### src/rtl/pic_pkg.sv
package pic_pkg;
  localparam int DEF_NUM_SRC = 28;
  localparam int DEF_PRIO_W  = 4;
  localparam int BUS_W       = 32;
  localparam int ADDR_W      = 6;
  localparam int NUM_TGT     = 2;
  localparam int REG_BASE    = 32;
  localparam int CFG_EN_BIT  = 8;
  localparam int CFG_TGT_BIT = 16;
endpackage

### src/rtl/pic_sync.sv
module pic_sync #(
  parameter int W = 8
) (
  input  logic         clk,
  input  logic         rst_n,
  input  logic [W-1:0] d_i,
  output logic [W-1:0] q_o
);
  logic [W-1:0] stage1;
  logic [W-1:0] stage2;
  logic [1:0]   warm;

  always_ff @(posedge clk or negedge rst_n) begin
    if (!rst_n) begin
      stage1 <= '0;
      stage2 <= '0;
      warm   <= '0;
    end else begin
      stage1 <= d_i;
      stage2 <= stage1;
      if (warm != 2'd2) warm <= warm + 2'd1;
    end
  end

  assign q_o = stage2;


  sync_latency_chk: assert property (@(posedge clk) disable iff (!rst_n)
    (warm == 2'd2) |-> (q_o == $past(d_i, 2)));
endmodule

### src/rtl/pic_arbiter.sv
module pic_arbiter #(
  parameter int NUM_SRC = 28,
  parameter int PRIO_W  = 4,
  parameter bit TGT_ID  = 1'b0,
  localparam int IDX_W  = $clog2(NUM_SRC),
  localparam int VEC_W  = PRIO_W + IDX_W
) (
  input  logic                            clk,
  input  logic                            rst_n,
  input  logic [NUM_SRC-1:0]              pend_i,
  input  logic [NUM_SRC-1:0]              en_i,
  input  logic [NUM_SRC-1:0]              tgt_i,
  input  logic [NUM_SRC-1:0][PRIO_W-1:0]  prio_i,
  input  logic [PRIO_W-1:0]               limit_i,
  output logic                            req_o,
  output logic [VEC_W-1:0]                vec_o
);
  logic [PRIO_W-1:0] best_p;
  logic [IDX_W-1:0]  best_i;

  // Strict greater-than keeps the first (lowest-index) source on a tie.
  always_comb begin
    best_p = '0;
    best_i = '0;
    for (int i = 0; i < NUM_SRC; i++) begin
      if (pend_i[i] && en_i[i] && (tgt_i[i] == TGT_ID) &&
          (prio_i[i] > limit_i) && (prio_i[i] > best_p)) begin
        best_p = prio_i[i];
        best_i = IDX_W'(i);
      end
    end
  end

  assign req_o = |best_p;
  assign vec_o = {best_p, best_i};


  win_above_limit_chk: assert property (@(posedge clk) disable iff (!rst_n)
    req_o |-> (vec_o[VEC_W-1:IDX_W] > limit_i));


  win_eligible_chk: assert property (@(posedge clk) disable iff (!rst_n)
    req_o |-> (pend_i[vec_o[IDX_W-1:0]] && en_i[vec_o[IDX_W-1:0]] &&
               (tgt_i[vec_o[IDX_W-1:0]] == TGT_ID) &&
               (prio_i[vec_o[IDX_W-1:0]] == vec_o[VEC_W-1:IDX_W])));
endmodule

### src/rtl/prio_irq_ctrl.sv
module prio_irq_ctrl
  import pic_pkg::*;
#(
  parameter int NUM_SRC = DEF_NUM_SRC,
  parameter int PRIO_W  = DEF_PRIO_W
) (
  input  logic               clk,
  input  logic               rst_n,
  input  logic [NUM_SRC-1:0] src_i,
  input  logic               bus_wr,
  input  logic [ADDR_W-1:0]  bus_addr,
  input  logic [BUS_W-1:0]   bus_wdata,
  output logic [BUS_W-1:0]   bus_rdata,
  output logic               irq_o,
  output logic               fiq_o
);
  localparam int IDX_W = $clog2(NUM_SRC);
  localparam int VEC_W = PRIO_W + IDX_W;
  localparam logic [ADDR_W-1:0] A_LIM0 = ADDR_W'(REG_BASE);
  localparam logic [ADDR_W-1:0] A_VEC0 = ADDR_W'(REG_BASE + NUM_TGT);
  localparam logic [ADDR_W-1:0] A_FEAT = ADDR_W'(REG_BASE + 2 * NUM_TGT);
  localparam logic [ADDR_W-1:0] A_NSRC = ADDR_W'(NUM_SRC);
  localparam logic [BUS_W-1:0]  FEAT_WORD =
    {10'd0, 6'(NUM_TGT - 1), 8'((1 << PRIO_W) - 1), 8'(NUM_SRC)};

  logic [NUM_SRC-1:0]             pend;
  logic [NUM_SRC-1:0][PRIO_W-1:0] cfg_prio;
  logic [NUM_SRC-1:0]             cfg_en;
  logic [NUM_SRC-1:0]             cfg_tgt;
  logic [NUM_TGT-1:0][PRIO_W-1:0] lim;
  logic [NUM_TGT-1:0]             req;
  logic [NUM_TGT-1:0][VEC_W-1:0]  vec;

  pic_sync #(.W(NUM_SRC)) i_sync (
    .clk(clk), .rst_n(rst_n), .d_i(src_i), .q_o(pend)
  );

  // Source configuration registers
  always_ff @(posedge clk or negedge rst_n) begin
    if (!rst_n) begin
      cfg_prio <= '0;
      cfg_en   <= '0;
      cfg_tgt  <= '0;
    end else if (bus_wr && (bus_addr < A_NSRC)) begin
      cfg_prio[bus_addr[IDX_W-1:0]] <= bus_wdata[PRIO_W-1:0];
      cfg_en[bus_addr[IDX_W-1:0]]   <= bus_wdata[CFG_EN_BIT];
      cfg_tgt[bus_addr[IDX_W-1:0]]  <= bus_wdata[CFG_TGT_BIT];
    end
  end

  for (genvar t = 0; t < NUM_TGT; t++) begin : g_tgt
    localparam logic [ADDR_W-1:0] A_LIM = A_LIM0 + ADDR_W'(t);

    always_ff @(posedge clk or negedge rst_n) begin
      if (!rst_n)                        lim[t] <= '0;
      else if (bus_wr && bus_addr == A_LIM) lim[t] <= bus_wdata[PRIO_W-1:0];
    end

    pic_arbiter #(.NUM_SRC(NUM_SRC), .PRIO_W(PRIO_W), .TGT_ID(bit'(t))) i_arb (
      .clk(clk), .rst_n(rst_n), .pend_i(pend), .en_i(cfg_en), .tgt_i(cfg_tgt),
      .prio_i(cfg_prio), .limit_i(lim[t]), .req_o(req[t]), .vec_o(vec[t])
    );


    lim_write_chk: assert property (@(posedge clk) disable iff (!rst_n)
      (bus_wr && bus_addr == A_LIM) |=> (lim[t] == $past(bus_wdata[PRIO_W-1:0])));
  end

  assign irq_o = req[0];
  assign fiq_o = req[1];

  // Register read mux
  always_comb begin
    bus_rdata = '0;
    if (bus_addr < A_NSRC) begin
      bus_rdata[PRIO_W-1:0]  = cfg_prio[bus_addr[IDX_W-1:0]];
      bus_rdata[CFG_EN_BIT]  = cfg_en[bus_addr[IDX_W-1:0]];
      bus_rdata[CFG_TGT_BIT] = cfg_tgt[bus_addr[IDX_W-1:0]];
    end else if (bus_addr == A_LIM0) begin
      bus_rdata[PRIO_W-1:0] = lim[0];
    end else if (bus_addr == A_LIM0 + 1'b1) begin
      bus_rdata[PRIO_W-1:0] = lim[1];
    end else if (bus_addr == A_VEC0) begin
      bus_rdata[VEC_W-1:0] = vec[0];
    end else if (bus_addr == A_VEC0 + 1'b1) begin
      bus_rdata[VEC_W-1:0] = vec[1];
    end else if (bus_addr == A_FEAT) begin
      bus_rdata = FEAT_WORD;
    end
  end


  req_idle_chk: assert property (@(posedge clk) disable iff (!rst_n)
    (pend == '0) |-> (!irq_o && !fiq_o));
endmodule

### config.mk
export PLATFORM = sky130hd
export DESIGN_NAME = prio_irq_ctrl
export DESIGN_NICKNAME = d
export VERILOG_FILES = /design/src/rtl/pic_pkg.sv /design/src/rtl/pic_sync.sv /design/src/rtl/pic_arbiter.sv /design/src/rtl/prio_irq_ctrl.sv
export SDC_FILE = /design/constraint.sdc
export NUM_CORES = 1
export LEC_CHECK = 0
export ABC_AREA = 1
export BUFFER_PORTS_ARGS = -buffer_cell sky130_fd_sc_hd__buf_2
export CORE_MARGIN = 2
export CORE_UTILIZATION = 60
export DETAILED_ROUTE_END_ITERATION = 16
export HOLD_SLACK_MARGIN = 0.12
export PLACE_DENSITY = 0.83
export SETUP_SLACK_MARGIN = 0.5
export SLEW_MARGIN = 20
export SYNTH_ARGS = -nofsm -noshare
export SYNTH_HDL_FRONTEND = slang
export SYNTH_HIERARCHICAL = 1
export SYNTH_SLANG_ARGS = --single-unit
### constraint.sdc
create_clock -name clk -period 37.9 [get_ports clk]
set_clock_uncertainty 0.05 [all_clocks]
set_input_delay 3.79 -clock clk [delete_from_list [all_inputs] [get_ports clk]]
set_output_delay 3.79 -clock clk [all_outputs]
set_load 0.02 [all_outputs]
## Word level (Yosys, flattened, before mapping)

Cells that the tools add are included.

- Register bits: 232
- Logic and storage cells: 521
- Output and inout port bits: 34
- Bits of input ports: 69

- $lt $le $gt $ge: 114
- Bitwise logic cells: 28
- Reduce and logical (&&, ||, !) cells: 202
- Mux-type cells: 138
- Equality and inequality tests: 5

Operator list:

| operator | count |
|---|---|
| $gt A4 B4 Y1 | 110 |
| $mux W4 | 70 |
| $logic_and A1 B1 Y1 | 200 |
| $mux W5 | 38 |
| $bwmux W112 | 1 |
| $bwmux W28 | 2 |
| $eq A6 B6 Y1 const B | 5 |
| $not A1 Y1 | 28 |
| $mux W13 | 2 |
| $bmux W4 S5 | 1 |
| $demux W4 S5 | 1 |
| $mux W9 | 2 |
| $mux W17 | 1 |
| $mux W8 | 2 |
| $mux W15 | 1 |
| $mux W3 | 4 |
| $bmux W1 S5 | 2 |
| $reduce_or A4 Y1 | 2 |
| $mux W1 | 7 |
| $mux W7 | 1 |
| $lt A5 B6 Y1 const B | 1 |
| $lt A6 B5 Y1 const B | 1 |
| $demux W1 S5 | 1 |
| $ge A5 B1 Y1 const B | 1 |
| other kinds (2) | 3 |

## Longest topological paths before layout

Gate-level depths: netlist of run 1.

- Word-level depth: 91
- Gate-level depth with buffers: 247

## Modules after synthesis

The synthesis of run 1 kept the hierarchy.

By module, submodules not included:

| module | area an instance (um^2) | instances | cells an instance |
|---|---|---|---|
| prio_irq_ctrl | 8678.3 | 1 | 1199 |
| pic_arbiter (g_tgt[1].i_arb) | 8232.9 | 1 | 1264 |
| pic_arbiter (g_tgt[0].i_arb) | 8179.1 | 1 | 1290 |
| pic_sync | 1401.3 | 1 | 56 |

## Least setup slack after synthesis of run 1

Ideal clock, no wire load.

- Path type: register to output
- From: register lim[7] (netlist bit)
- To: output bus_rdata[2]
- Cell stages (with the launch flop): 240
- Path buffers: 13
- Arrival time: 28.006 ns
- Setup slack: 6.054 ns
- Cells stage by stage: dfrtp_1 inv_1 ha_1 nand2_1 nor2_1 nor2_2 nand3_1 ha_1 nand2_1 inv_2 nand2_1 nand2_1 nor2_2 nand3_2 nand2_1 o21ai_0 ha_1 inv_1 [... 204 more ...] nand4_1 nor3b_1 nand3_2 or2_2 nand2_1 ha_1 nand2_1 o2111ai_1 a41oi_1 nand3_1 nand2_1 inv_1 nand3_2 nor2_1 a21oi_1 nand3_1 a21oi_1 nand2_1

RTL lines:

| item | RTL line | source |
|---|---|---|
| start, declared | prio_irq_ctrl.sv:30 | `logic [NUM_TGT-1:0][PRIO_W-1:0] lim;` |
| start signal, assigned by index | prio_irq_ctrl.sv:56 | `else if (bus_wr && bus_addr == A_LIM) lim[t] <= bus_wdata[PRIO_W-1:0];` |
| end, declared | prio_irq_ctrl.sv:13 | `output logic [BUS_W-1:0] bus_rdata,` |

==> results.md, run 1 <==
- Status: complete, no violations
- Final nets: 4324
- Starting Density: 0.6109
- Fin crit period: 35.05 ns
- Register area share after synthesis: 0.2191
- Final Hold Viols: 0
- # rows: 76
- WL final: 75990 µm
- Worst skew pair latency: 0.58 ns
- Flops & latches, synth: 232
- Switching pwr: 846.6 µW
- Critical Path Fanout Max: 11
- IO Port Bufs: 57
- HPWL Detailed: 54720 µm
- Synth Flop Type: dfrtp_1
- Worst Path Required: 34.06 ns
- Mapped cell area: 0.02649 mm²
- Most frequent cells in the layout: nand2_1, inv_1, ha_1, o21ai_0, nand3_1
- CTS Buffer Depth: 3
- Clock power share: 0.173
- Via density: 5.743
- Post-synth EDFFs: 0
- Vias in the first global route: 23760
- Routed len/inst: 16.99 µm
- Routability cong.: 0.9402
- ANT nets after route: 0
- Element type at the critical path end: primary output
- Relative slew slack: 0.1955
- First-pass GRT wire length: 121200 µm
- Max Slew Vio Count: 0
- Layout area overhead: 8.161%
- Cells after Synth: 3809
- CTS buffer count: 29
- Most common cell after layout, fill and taps aside: nand2_1
- Largest net degree at the start of global routing: 81
- PD cells: 59.72 mW/mm²
- Final Cycle Share: 0.9248
- Starting DRT DRC Count: 2549
- Fin cells: 4473
- Combinational fraction of design power: 0.626
- HP Class: flip-flop to flip-flop
- Syn Area/Cell: 6.955 µm²
- WHS: 0.2925 ns
- GRT Util Overall: 0.3219
- Peak VDD IR: 0.04351 mV
- HP Start: i_sync/stage1[10]$_DFF_PN0_
- Die area: 0.04585 mm²
- Reg-to-reg startpoint: lim[4]$_DFFE_PN0P_
- CTS tree: done
- Max Freq: 28.53 MHz
- Grt ovf: 0
- Critical path class: flip-flop to primary output
- Pint: 864.6 µW
- Initial DRT Pass Iterations: 8
- Root Driver: clkbuf_16
- Crit path arrival time: 31.21 ns
- Reg2reg setup slack: 36.60 ns
- Share of layout cells above drive strength 1: 0.1511
- Chip height: 214.1 µm
- H-tree depth: 1
- Net Sw Frac: 0.4948
- Max Cap Viol: 0
- Asr flop ratio synth: 1.000
- RSZ-0062 raised after global routing: no
- Setup TNS: 0 ns
- Worst slew pin tran: 1.205 ns
- Synth cell types: 41
- CP peak stage delay: 0.42 ns
- CP max stage cell: o21ai_0
- Vias: 25690
- I/O pin count: 103
- Initial antenna violation count: 2
- Core ar.: 0.04336 mm²
- Placed Cells: 4369
- CP startpoint kind: flip-flop
- YS warnings: 6
- Post-CTS Hold Buffers: 0
- R2R Path End: lim[4]$_DFFE_PN0P_
- LEAKAGE: 15.67 nW
- Worst R2R Path Depth: 3
- WHS Endpoint: i_sync/q_o[10]$_DFF_PN0_
- DIE WIDTH: 214.1 µm
- Drc violations: 0
- Clk sink count: 232
- Clock slew at reported path FFs: 0.06 ns
- Fill cells: 3737
- CP most frequent cell: nand2_1
- Worst hold path depth: 0
- Reg power frac: 0.201
- Setup-failing EPs final: 0
-- how the worst max path moves through the flow --
stage | cells past startpoint | slack, ns | startpoint | to
floorplan | 239 | 6.05 | lim[7]$_DFFE_PN0P_ | bus_rdata[2]
global placement | 222 | 2.91 | lim[5]$_DFFE_PN0P_ | bus_rdata[2]
detailed placement | 219 | 2.35 | lim[5]$_DFFE_PN0P_ | bus_rdata[2]
CTS | 220 | 1.52 | lim[5]$_DFFE_PN0P_ | bus_rdata[2]
global route | 231 | 0.23 | lim[1]$_DFFE_PN0P_ | bus_rdata[3]
finish | 225 | 2.85 | lim[7]$_DFFE_PN0P_ | bus_rdata[8]
-- power groups by stage --
stage                     combinational, mW  clock (mW)  sequential [mW]
final                                  1.07       0.296            0.343
after global routing                   1.22       0.308            0.349
after CTS                             0.984       0.298            0.342
after detailed placement              0.977           0            0.346
after global placement                0.944           0            0.345
after floorplan                       0.800           0            0.321
-- synth_stat cells (37+ instances only) --
library cell | number | area, µm²
o21ai_0 | 325 | 1627
nand4_1 | 107 | 669.4
nand3_2 | 100 | 1001
ha_1 | 392 | 4905
dfrtp_1 | 232 | 5806
nor2_2 | 62 | 387.9
nand2_4 | 43 | 484.2
nand3_1 | 236 | 1181
o21bai_1 | 93 | 698.2
inv_1 | 448 | 1682
a21oi_1 | 180 | 900.9
nand2_2 | 122 | 763.2
nand2_1 | 1043 | 3915
nor2_1 | 190 | 713.2
buf_2 | 37 | 185.2
nor2_4 | 38 | 427.9
-- repair_timing --
item | in CTS | in global routing
hold endpoints to repair | 0 | 0
setup buffers | 0 | 44
setup endpoints to repair | 0 | 11
gates resized for setup | 0 | 123
-- critical path, delay by kind of cell, from the launching register on --
| family | cells | cell delay [ns] |
|---|---|---|
| buf+inv | 34 | 2.23 |
| flops | 1 | 0.39 |
| fa+ha+maj | 28 | 9.04 |
| compound gates | 49 | 6.74 |
| simple gates | 114 | 12.12 |
-- logic make-up (layout without fill, tap and decap cells) --
group,after synthesis,count (layout),synth area share
other cells,1,21,0.0001416
simple gates,1982,1983,0.3711
flops,232,232,0.2191
buf+inv,571,629,0.09300
fa+ha+maj,392,392,0.1851
compound gates,631,631,0.1315
-- routing by layer --
metal | routed length (µm) | GRT usage | vias up
li1 | - | - | 12720
met1 | 32620 | 0.4297 | 11740
met2 | 33440 | 0.5156 | 985
met3 | 6711 | 0.05702 | 235
met4 | 3209 | 0.1331 | 2
met5 | 7 | 0 | -
-- registers in the layout (all words and copies together) (netlist names) --
name / count
cfg_en: 28
cfg_prio: 112
cfg_tgt: 28
i_sync/q_o: 28
i_sync/stage1: 28
lim: 8
-- stage by stage --
| stage | worst slack, ns | utilization | instance area (µm²) | total power [mW] |
|---|---|---|---|---|
| global placement | 2.908 | 0.6212 | 26940 | 1.289 |
| floorplan | 6.054 | - | 26560 | 1.121 |
| finish | 2.852 | 0.6608 | 28650 | 1.711 |
| CTS | 1.522 | 0.6444 | 27940 | 1.623 |
| detailed placement | 2.352 | 0.6212 | 26940 | 1.323 |
| global route | 0.2309 | 0.6607 | 28650 | 1.872 |
-- layout make-up --
cell class | instances | area, µm² | area share
diodes | 2 | 5.005 | 0.0001747
clock buffers | 38 | 789.5 | 0.02755
clock inverters | 16 | 217.7 | 0.007598
inverters | 459 | 1723 | 0.06013
multi-input cells | 3025 | 18550 | 0.6474
flip-flops and latches | 232 | 5809 | 0.2027
well taps | 585 | 732.0 | 0.02554
repair buffers | 116 | 827.0 | 0.02886
Power figures use the tool's default switching activity.
==> run 2: changes to the inputs <==
--- a/config.mk
+++ b/config.mk
@@ -12,6 +12,7 @@
 export DETAILED_ROUTE_END_ITERATION = 16
 export HOLD_SLACK_MARGIN = 0.12
 export PLACE_DENSITY = 0.83
+export RECOVER_POWER = 50
 export SETUP_SLACK_MARGIN = 0.5
 export SLEW_MARGIN = 20
 export SYNTH_ARGS = -nofsm -noshare
==> run 2 against run 1 <==
The flow now finishes with violations (capacitance limit, slew limit). Maximum frequency up 0.14%. Highest routed layer unchanged. First-iteration DRC count is 5.6% lower. Sequential share of layout area is essentially flat.
==> results.md, run 2 (same netlist as run 1, synthesis figures left out) <==
- Most common cell after layout, fill and taps aside: nand2_1
- Fin crit period: 35.00 ns
- Status: finished, violations left
- Via density: 5.789
- WHS: 0.2929 ns
- Element type at the critical path end: primary output
- H-tree depth: 1
- Root Driver: clkbuf_16
- Layout area overhead: 7.986%
- Vias: 25890
- DIE WIDTH: 214.1 µm
- Design area: 0.02861 mm²
- Worst skew pair latency: 0.58 ns
- Largest net degree at the start of global routing: 81
- CP peak stage delay: 0.41 ns
- Multi-input gate area: 0.01855 mm²
- GRT Util Overall: 0.3219
- HPWL Detailed: 54720 µm
- Starting DRT DRC Count: 2406
- RSZ-0062 raised after global routing: no
- I/O pin count: 103
- Worst Path Required: 34.06 ns
- Max Slew Vio Count: 221
- Core ar.: 0.04336 mm²
- Routed len/inst: 16.96 µm
- Sequential standard cell area: 0.005809 mm²
- PD cells: 59.77 mW/mm²
- Max Cap Viol: 3
- Grt ovf: 0
- Routability cong.: 0.9402
- Die area: 0.04585 mm²
- CTS tree: done
- Max Freq: 28.57 MHz
- Initial DRT Pass Iterations: 7
- Clk sink count: 232
- CTS buffer count: 29
- First-pass GRT wire length: 121200 µm
- Most frequent cells in the layout: nand2_1, inv_1, ha_1, o21ai_0, nand3_1
- Area after DPL: 0.02694 mm²
- Relative slew slack: -2.068
- Fill cells: 3745
- Post-CTS Hold Buffers: 0
- ANT nets after route: 0
- Share of layout cells above drive strength 1: 0.1500
- CP bufs+invs: 33
- Initial antenna violation count: 2
- Setup TNS: 0 ns
- Critical Path Fanout Max: 11
- Vias in the first global route: 23760
- Critical path class: flip-flop to primary output
- # rows: 76
- CP startpoint kind: flip-flop
- Most flop-heavy register: cfg_prio
- Drc violations: 0
- CP max stage cell: o21ai_0
- CTS Buffer Depth: 3
- Starting Density: 0.6109
- WL final: 75880 µm
- Number of flip-flops in the largest register: 112
- LEAKAGE: 15.64 nW
- HP Class: flip-flop to flip-flop
- Worst slew pin tran: 4.601 ns
- Chip height: 214.1 µm
- Worst path top cell family by delay: simple AND/OR/NAND/NOR gates
- Clock slew at reported path FFs: 0.06 ns
- Final nets: 4324
- Crit path arrival time: 31.16 ns
- Peak VDD IR: 0.04409 mV
- Final Cycle Share: 0.9235
- IO Port Bufs: 57
- Setup-failing EPs final: 0
- CP most frequent cell: nand2_1
- Final Hold Viols: 0
- Failing checks: capacitance limit, slew limit
==> run 2: cell types whose count changed in the layout (fill, tap and decap cells not counted), sizes merged <==
cell	previous run	this run
buf	114	110
clkbuf	40	44
==> run 2: cell type report <==
cell class,instances,share of cell area
clock buffers,38,0.02760
well taps,585,0.02559
clock inverters,16,0.007610
multi-input cells,3025,0.6484
repair buffers,116,0.02729
inverters,459,0.06023
flip-flops and latches,232,0.2031
diodes,2,0.0001749
==> run 2: what timing repair did <==
item,4_1_cts,5_1_grt
endpoints found under the setup margin,0,11
setup buffers,0,44
gates resized for setup,0,123
==> run 2: through the flow <==
stage	total power [mW]	cells	utilization	setup WS, ns
global route	1.872	4471	0.6596	0.2309
floorplan	1.121	3827	-	6.054
detailed placement	1.323	4369	0.6212	2.352
finish	1.710	4473	0.6597	2.901
global placement	1.289	4369	0.6212	2.908
CTS	1.623	4423	0.6444	1.522
==> run 2: worst paths after layout <==
| path | depth (start not counted) | startpoint | slack, ns | endpoint |
|---|---|---|---|---|
| setup reg to reg | 3 | lim[4]$_DFFE_PN0P_ | 36.60 | lim[4]$_DFFE_PN0P_ |
| hold / removal | 0 | i_sync/stage1[10]$_DFF_PN0_ | 0.29 | i_sync/q_o[10]$_DFF_PN0_ |
| min in group asynchronous | 1 | rst_n | 4.81 | i_sync/q_o[4]$_DFF_PN0_ |
| hold reg to reg | 0 | i_sync/stage1[10]$_DFF_PN0_ | 0.29 | i_sync/q_o[10]$_DFF_PN0_ |
| setup / recovery | 225 | lim[7]$_DFFE_PN0P_ | 2.90 | bus_rdata[8] |
| max in group asynchronous | 2 | rst_n | 27.39 | cfg_en[15]$_DFFE_PN0P_ |
==> run 2: metal layers <==
layer / up-vias / track usage / share of wire
met1: 11870 / 0.4297 / 0.42
li1: 12720 / - / -
met3: 244 / 0.05702 / 0.093
met5: - / 0 / 0.000092
met2: 1067 / 0.5156 / 0.44
met4: 2 / 0.1331 / 0.043
==> run 2: where the power goes <==
part / internal (mW) / switching, mW
Sequential: 0.279 / 0.0645
Combinational: 0.410 / 0.661
Clock: 0.175 / 0.121
==> run 2: worst reg2reg max path, cell delays in order, from the launching register on <==
cell and delay [ns]:
dfrtp_1 0.40, buf_4 0.56, nand2_1 0.11, o21ai_0 0.09
